===== config.mk =====
export PLATFORM = sky130hd
export DESIGN_NAME = freq_race_cmp
export DESIGN_NICKNAME = d
export VERILOG_FILES = /design/src/rtl/freq_race_pkg.sv /design/src/rtl/fr_edge_sync.sv /design/src/rtl/fr_bcd_counter.sv /design/src/rtl/fr_seg_decode.sv /design/src/rtl/freq_race_cmp.sv
export SDC_FILE = /design/constraint.sdc
export NUM_CORES = 1
export LEC_CHECK = 0
export BUFFER_PORTS_ARGS = -buffer_cell sky130_fd_sc_hd__buf_2
export CORE_ASPECT_RATIO = 0.5
export CORE_UTILIZATION = 50
export CTS_CLUSTER_SIZE = 30
export DETAILED_ROUTE_END_ITERATION = 10
export PLACE_DENSITY = 0.72
export SYNTH_ARGS = -nofsm -noshare
export SYNTH_HDL_FRONTEND = slang
export SYNTH_SLANG_ARGS = --single-unit

===== constraint.sdc =====
create_clock -name clk -period 2.1 [get_ports clk]
set_input_delay 0.315 -clock clk [delete_from_list [all_inputs] [get_ports clk]]
set_output_delay 0.315 -clock clk [all_outputs]
set_load 0.02 [all_outputs]

===== src/rtl/freq_race_pkg.sv =====
package freq_race_pkg;
   localparam int BCD_W = 4;
   localparam int SEG_W = 7;

   typedef logic [BCD_W-1:0] bcd_t;
   typedef logic [SEG_W-1:0] seg_t;

   // active-high segment pattern, bit 0 = a ... bit 6 = g
   function automatic seg_t bcd_to_seg_hi(input bcd_t d);
      seg_t s;
      case (d)
         4'd0:    s = 7'b0111111;
         4'd1:    s = 7'b0000110;
         4'd2:    s = 7'b1011011;
         4'd3:    s = 7'b1001111;
         4'd4:    s = 7'b1100110;
         4'd5:    s = 7'b1101101;
         4'd6:    s = 7'b1111101;
         4'd7:    s = 7'b0000111;
         4'd8:    s = 7'b1111111;
         4'd9:    s = 7'b1101111;
         default: s = 7'b0000000;
      endcase
      return s;
   endfunction
endpackage


===== src/rtl/fr_edge_sync.sv =====
module fr_edge_sync #(
   parameter int STAGES = 2
) (
   input  logic clk,
   input  logic rst,
   input  logic din,
   output logic rise
);
   localparam int PW = STAGES + 1;

   if (STAGES < 2) begin : g_bad_stages
      $error("fr_edge_sync: STAGES must be at least 2");
   end

   // pipe[STAGES-1] is the synchronized level, pipe[STAGES] its previous value
   logic [PW-1:0] pipe;

   always_ff @(posedge clk) begin
      if (rst) pipe <= '0;
      else     pipe <= {pipe[PW-2:0], din};
   end

   assign rise = pipe[STAGES-1] & ~pipe[STAGES];

   // a detected rise is a single-cycle event
   a_r2_rise_pulse: assert property (@(posedge clk) disable iff (rst)
      rise |=> !rise);
endmodule


===== src/rtl/fr_bcd_counter.sv =====
module fr_bcd_counter
   import freq_race_pkg::*;
#(
   parameter int MAX = 9
) (
   input  logic clk,
   input  logic rst,
   input  logic clr,
   input  logic inc,
   output bcd_t q
);
   if (MAX < 1 || MAX > 9) begin : g_bad_max
      $error("fr_bcd_counter: MAX must lie in 1..9");
   end

   always_ff @(posedge clk) begin
      if (rst || clr)    q <= '0;
      else if (inc)      q <= (q == bcd_t'(MAX)) ? '0 : bcd_t'(q + 1'b1);
   end

   // a clear leaves the count at zero
   a_r3_clear_zero: assert property (@(posedge clk) disable iff (rst)
      clr |=> (q == '0));
   // without clear or increment the count holds
   a_r5_hold: assert property (@(posedge clk) disable iff (rst)
      (!clr && !inc) |=> $stable(q));
   // the count stays a valid BCD digit
   a_r2_bcd_digit: assert property (@(posedge clk) disable iff (rst)
      q <= bcd_t'(MAX));
endmodule


===== src/rtl/fr_seg_decode.sv =====
module fr_seg_decode
   import freq_race_pkg::*;
#(
   parameter bit ACTIVE_LOW = 1'b1
) (
   input  bcd_t d,
   output seg_t seg
);
   seg_t lit;
   assign lit = bcd_to_seg_hi(d);

   if (ACTIVE_LOW) begin : g_low
      assign seg = ~lit;
   end else begin : g_high
      assign seg = lit;
   end
endmodule


===== src/rtl/freq_race_cmp.sv =====
module freq_race_cmp
   import freq_race_pkg::*;
#(
   parameter int SYNC_STAGES    = 2,
   parameter int THRESH         = 8,
   parameter bit SEG_ACTIVE_LOW = 1'b1
) (
   input  logic       clk,
   input  logic       rst,
   input  logic       freq_a,
   input  logic       freq_b,
   input  logic       start,
   output logic       win_a,
   output logic       win_b,
   output logic [3:0] bcd_a,
   output logic [3:0] bcd_b,
   output logic [6:0] seg_a_n,
   output logic [6:0] seg_b_n
);
   localparam int   NCH     = 2;
   localparam bcd_t LAST_PRE = bcd_t'(THRESH - 1);

   if (THRESH < 1 || THRESH > 9) begin : g_bad_thresh
      $error("freq_race_cmp: THRESH must lie in 1..9");
   end

   logic [NCH-1:0] fin, rise, inc, hit, win_q;
   logic           run_q;
   bcd_t           cnt [NCH];
   seg_t           seg [NCH];

   assign fin = {freq_b, freq_a};

   for (genvar ch = 0; ch < NCH; ch++) begin : g_ch
      fr_edge_sync #(.STAGES(SYNC_STAGES)) u_sync (
         .clk (clk), .rst (rst), .din (fin[ch]), .rise (rise[ch])
      );

      assign inc[ch] = run_q & rise[ch] & ~start;

      fr_bcd_counter #(.MAX(9)) u_cnt (
         .clk (clk), .rst (rst), .clr (start), .inc (inc[ch]), .q (cnt[ch])
      );

      fr_seg_decode #(.ACTIVE_LOW(SEG_ACTIVE_LOW)) u_seg (
         .d (cnt[ch]), .seg (seg[ch])
      );

      // threshold detect: the event is the count about to reach THRESH
      if (THRESH == 8) begin : g_msb
         assign hit[ch] = inc[ch] & ~cnt[ch][3] & (&cnt[ch][2:0]);
      end else begin : g_cmp
         assign hit[ch] = inc[ch] & (cnt[ch] == LAST_PRE);
      end

      // a winner flag persists until a new start
      a_r4_flag_sticky: assert property (@(posedge clk) disable iff (rst)
         (win_q[ch] && !start) |=> win_q[ch]);
      // a flag implies its own count sits at the threshold
      a_r9_flag_count: assert property (@(posedge clk) disable iff (rst)
         win_q[ch] |-> (cnt[ch] == bcd_t'(THRESH)));
      // counts never pass the threshold
      a_r9_limit: assert property (@(posedge clk) disable iff (rst)
         cnt[ch] <= bcd_t'(THRESH));
      // both counts freeze once a winner exists
      a_r5_freeze: assert property (@(posedge clk) disable iff (rst)
         ((|win_q) && !start) |=> $stable(cnt[ch]));
   end

   always_ff @(posedge clk) begin
      if (rst) begin
         win_q <= '0;
         run_q <= 1'b0;
      end else if (start) begin
         win_q <= '0;
         run_q <= 1'b1;
      end else if (|hit) begin
         win_q <= win_q | hit;
         run_q <= 1'b0;
      end
   end

   // start clears both flags
   a_r3_flags_clear: assert property (@(posedge clk) disable iff (rst)
      start |=> (win_q == '0));
   // both counts at threshold means a reported tie
   a_r6_tie: assert property (@(posedge clk) disable iff (rst)
      ((cnt[0] == bcd_t'(THRESH)) && (cnt[1] == bcd_t'(THRESH))) |-> (&win_q));

   assign win_a   = win_q[0];
   assign win_b   = win_q[1];
   assign bcd_a   = cnt[0];
   assign bcd_b   = cnt[1];
   assign seg_a_n = seg[0];
   assign seg_b_n = seg[1];
endmodule


Word level (Yosys, flattened, before mapping):

Memory sizes are Yosys's and may differ from the RTL's. A register that Yosys moved wholly into a read port is not among the register bits.
Cells that the tools add are included.

* bits of input ports: 5
* register bits after elaboration: 17
* memories: 2
* memory bits (read-only): 224

Memories
* (name not given): depth 16, bits a word 7, read ports 1, clocked after memory_dff 1, wr ports 0, RTL line freq_race_pkg.sv:11 `case (d)`
* (name not given): depth 16, bits a word 7, read ports 1, clocked after memory_dff 1, wr ports 0, RTL line freq_race_pkg.sv:11

* reduce and logical (&&, ||, !) cells: 6
* muxes and demuxes: 8
* bitwise gates (word level): 18
* eq/ne operators: 2
* $add $sub $neg: 2

Operators by type and width (number)
* 2-to-1 mux 4 bit: 6
* inverter 7 bit: 2
* bitwise AND 1 bit: 10
* adder 4 x 1 -> 4 bit (second input constant): 2
* equality test 4 bit (second input constant): 2
* AND reduction 3 bit: 2
* inverter 1 bit: 5
* OR reduction 2 bit: 2
* 2-to-1 mux 1 bit: 2
* OR 2 bit: 1
* nonzero test 2 bit: 1
* logical OR 1 bit: 1

Longest topological paths before layout:

* word-level depth: 9
* depth in mapped cells: 12
* gate-level depth less buffers: 12

By module:

A second synthesis with hierarchy kept.

* cell total of the unflattened synthesis: 125
* area, all modules: 1073.5 um2

By module, submodules not included
* fr_seg_decode: cells an instance 28, times used 2, seq. area each 0.0 um2, area an instance 190.2 um2
* fr_bcd_counter: cells an instance 20, times used 2, seq. area each 80.1 um2, area an instance 180.2 um2
* fr_edge_sync: cells an instance 7, times used 2, seq. area each 60.1 um2, area an instance 87.6 um2
* freq_race_cmp: cells an instance 15, times used 1, seq. area each 60.1 um2, area an instance 157.7 um2

Worst setup path before layout:

Ideal clock, no wire load.

* path type: register -> register
* from: register g_ch[1].u_cnt.q[2]
* to: register g_ch[1].u_seg.lit[1] (netlist name)
* path slack: -83 ps
* arrival: 2064 ps
* buffers on the path: 1
* cell stages (with the launch flop): 8
* cells stage by stage: dfxtp_1 > clkbuf_1 > nand3b_1 > nand3_1 > o21ai_0 > inv_1 > ha_1 > o31a_1

* longest elaborated chain between the ends: 4

Ends and longest elaborated chain
* from (decl): RTL line fr_bcd_counter.sv:10 `output bcd_t q`
* from (signal assigned): RTL line fr_bcd_counter.sv:18 `else if (inc) q <= (q == bcd_t'(MAX)) ? '0 : bcd_t'(q + 1'b1);`
* adder 4 x 1 -> 4 bit / equality test 4 bit (equally long branches): RTL line fr_bcd_counter.sv:18
* 2-to-1 mux 4 bit: RTL line fr_bcd_counter.sv:18
* 2-to-1 mux 4 bit (no source line) (*) (2 in a row)

Mark *: on every way between the ends. The rest lies on a longest branch, timed or not.
A chain may end at the register's enable or synchronous reset.

Worst setup path in the final report:

* from: register g_ch[0].u_cnt.q[0]
* to: register g_ch[0].u_seg.lit[3] (netlist name)

* longest elaborated chain between the ends: 4

Ends and longest elaborated chain (RTL line)
* from (decl): fr_bcd_counter.sv:10
* from (signal assigned): fr_bcd_counter.sv:18
* adder 4 x 1 -> 4 bit / equality test 4 bit (equally long branches): fr_bcd_counter.sv:18
* 2-to-1 mux 4 bit: fr_bcd_counter.sv:18
* 2-to-1 mux 4 bit (no source line) (*) (2 in a row)

Marked as above.

==> flow_metrics.env <==
export IMPL_drc=2
export IMPL_cpMaxStageDelayCell="mux2_2"
export IMPL_dr_total_vias=1593
export IMPL_grt_pass1_wl_mm=7.01
export IMPL_crit_top_cell="ha_1"
export IMPL_synth_edf_count=0
export IMPL_clock_path_buffers=2
export IMPL_synth_common_cells="31 x dfxtp_1, 29 x inv_1, 18 x ha_1"
export IMPL_grt_max_degree=11
export IMPL_hpwl_mm=2.84
export IMPL_placed_area_mm2=0.00209
export IMPL_gp_congestion=0.890
export IMPL_synth_area_leader_cell="dfxtp_1"
export IMPL_die_y_um=43.1
export IMPL_multi_input_area_mm2=0.00100
export IMPL_outcome="finished with violations"
export IMPL_maxCapViolations=0
export IMPL_hold_worst_slack_ns=0.247
export IMPL_stdcell_area_mm2=0.00228
export IMPL_synth_cells=192
export IMPL_num_io_pins=29
export IMPL_critical_path_max_fanout=7
export IMPL_drive_above_1_share_pct=42.1
export IMPL_path_clk_slew_ns=0.06
export IMPL_synthesis_nets=215
export IMPL_synth_top_area_share_pct=36.8
export IMPL_irDropWorstVdd_mv=0.296
export IMPL_worstSetupEndpointType="register"
export IMPL_max_stage_delay_ns=0.37
export IMPL_async_flop_share_pct=0
export IMPL_p_leak_nw=1.13
export IMPL_setup_violations=0
export IMPL_instances_no_fill=299
export IMPL_yosys_cell_count_top_type="dfxtp_1"
export IMPL_syn_mean_instance_area_um2=8.78
export IMPL_seq_area_frac_synth_pct=36.8
export IMPL_die_w_um=84.1
export IMPL_grt_util_all_layers_pct=25.6
export IMPL_syn_area_mm2=0.00169
export IMPL_area_growth_pct=35.2
export IMPL_finalHoldViolations=0
export IMPL_port_buffer_count=28
export IMPL_crit_family="simple AND/OR/NAND/NOR gates"
export IMPL_clock_latency_ns=0.28
export IMPL_worstSetupPathType="reg -> reg"
export IMPL_numCtsBuffers=5
export IMPL_relSlewSlack_pct=65.7
export IMPL_rsz0062_at_grt="yes"
export IMPL_fin_util_pct=73.5
export IMPL_tightest_slew_ns=0.515
export IMPL_dieArea_mm2=0.00362
export IMPL_hold_path_class="in -> reg"
export IMPL_ys_top_cells_by_area="dfxtp_1 37%, ha_1 13%, inv_1 6.5%, o21ai_0 4.7%, nand2_1 3.3%"
export IMPL_pwr_density_cell_mw_per_mm2=489
export IMPL_fin_crit_sh_pct=98.0
export IMPL_num_rows=14
export IMPL_ys_flop_type="dfxtp_1"
export IMPL_ys_seq_elements=31
export IMPL_yosysWarnings=0
export IMPL_start_util_pct=54.4
export IMPL_setup_tns_ns=0
export IMPL_first_global_vias=1531
export IMPL_antenna_found_initial=0
export IMPL_cts_sinks=31
export IMPL_gr_total_overflow=0
export IMPL_wl_per_cell_um=13.6
export IMPL_ff_latch_area_um2=623
export IMPL_cts_max_level=2
export IMPL_vias_per_cell=5.33
export IMPL_fin_skew_ns=0.00418
export IMPL_path_buf_inv=1
export IMPL_dr_pass1_iters=7
export IMPL_period_needed_ns=2.06
export IMPL_synthDistinctLibCells=46
export IMPL_placed_cells=288
export IMPL_violations="design-rule violations"
export IMPL_cts_root_buffer="clkbuf_8"
export IMPL_fmax_mhz=486
export IMPL_final_nets=281
export IMPL_critPathLaunchType="register"
export IMPL_drt_wl_total_mm=4.08
export IMPL_core_area_mm2=0.00310
export IMPL_ant_nets=0
export IMPL_cts_tree="done"
export IMPL_cp_required_ns=2.31
export IMPL_diodes=0
export IMPL_drt_iter0_drc=45
export IMPL_final_max_slew_violation_count=0
export IMPL_fillCellCount=236
export IMPL_worst_ep_arrival_time_ns=2.26
export IMPL_cp_cell_sequence="buf_4 > ha_1 > ha_1 > and2b_2 > nor3_4 > mux2_2 > o21ai_0"
-- where the power goes --
part	switching [mW]	leakage, nW	internal, mW
clock network	0.220	0.0422	0.232
registers	0.00351	0.253	0.596
logic	0.0319	0.839	0.0308
total	0.255	1.13	0.859
-- cells by family (layout without fill, tap and decap cells) --
family / count (synthesis) / count (layout) / share of synthesized area (%)
flops: 31 / 31 / 36.8
simple gates: 60 / 60 / 21.9
fa+ha+maj: 18 / 18 / 13.4
mux: 3 / 3 / 1.93
compound gates: 45 / 45 / 17.3
buf+inv: 35 / 102 / 8.75
-- per-stage QoR --
stage          setup slack (ns)  total power, mW
6_report                 0.0429             1.11
3_3_place_gp             -0.164            0.663
4_1_cts                  0.0254             1.11
5_1_grt                 -0.0151             1.16
2_1_floorplan           0.00771            0.638
3_5_place_dp             -0.213            0.666
-- timing repair --
action / 4_1_cts / 5_1_grt
setup buffers: 0 / 3
hold buffers: 0 / 0
pin swaps: 0 / 5
resized for setup: 6 / 22
endpoints found under the setup margin: 4 / 10
-- final timing paths --
path	start	cells after the start	slack [ns]	to
min	freq_b	2	0.25	g_ch[1].u_sync.pipe[0]
min reg2reg	win_q[0]	2	0.44	win_q[0]
max reg2reg	g_ch[0].u_cnt.q[0]	7	0.04	g_ch[0].u_seg.lit[3]
max	g_ch[0].u_cnt.q[0]	7	0.04	g_ch[0].u_seg.lit[3]
-- flip-flops by register name, indices dropped and copies added, names as in the netlist --
signal,cells
run_q,1
win_q,2
g_ch.u_cnt.q,8
g_ch.u_sync.pipe,6
g_ch.u_seg.lit,14
-- layout make-up --
type	instances	share of cell area (%)
Multi-Input combinational cell	126	43.9
Sequential cell	31	27.3
Timing Repair Buffer	64	18.0
Inverter	30	4.99
Clock buffer	7	3.35
Tap cell	40	2.20
Clock inverter	1	0.220
-- layout by cell type (no fill, tap or decap), types with 6 or more instances in the layout --
| cell type | netlist | final |
|---|---|---|
| buf_4 | 2 | 36 |
| nand3_1 | 9 | 9 |
| buf_2 | 0 | 28 |
| nand2_1 | 15 | 12 |
| a21oi_1 | 10 | 8 |
| inv_1 | 29 | 25 |
| dfxtp_1 | 31 | 29 |
| ha_1 | 18 | 14 |
| nor2b_1 | 6 | 6 |
| o21ai_0 | 16 | 12 |
| nand3b_1 | 6 | 6 |
-- worst reg2reg max path, stage by stage (launching register included) --
cell	delay, ns
dfxtp_2	0.32
buf_4	0.16
ha_1	0.19
ha_1	0.28
and2b_2	0.24
nor3_4	0.28
mux2_2	0.37
o21ai_0	0.14
-- layer usage --
metal	global-route usage (%)	part of all wire, %
met4	10.7	3.1
met2	43.6	46
met1	30.9	45
met5	0	0
met3	7.39	6.1
No activity file was read; power rests on OpenSTA's default activity.
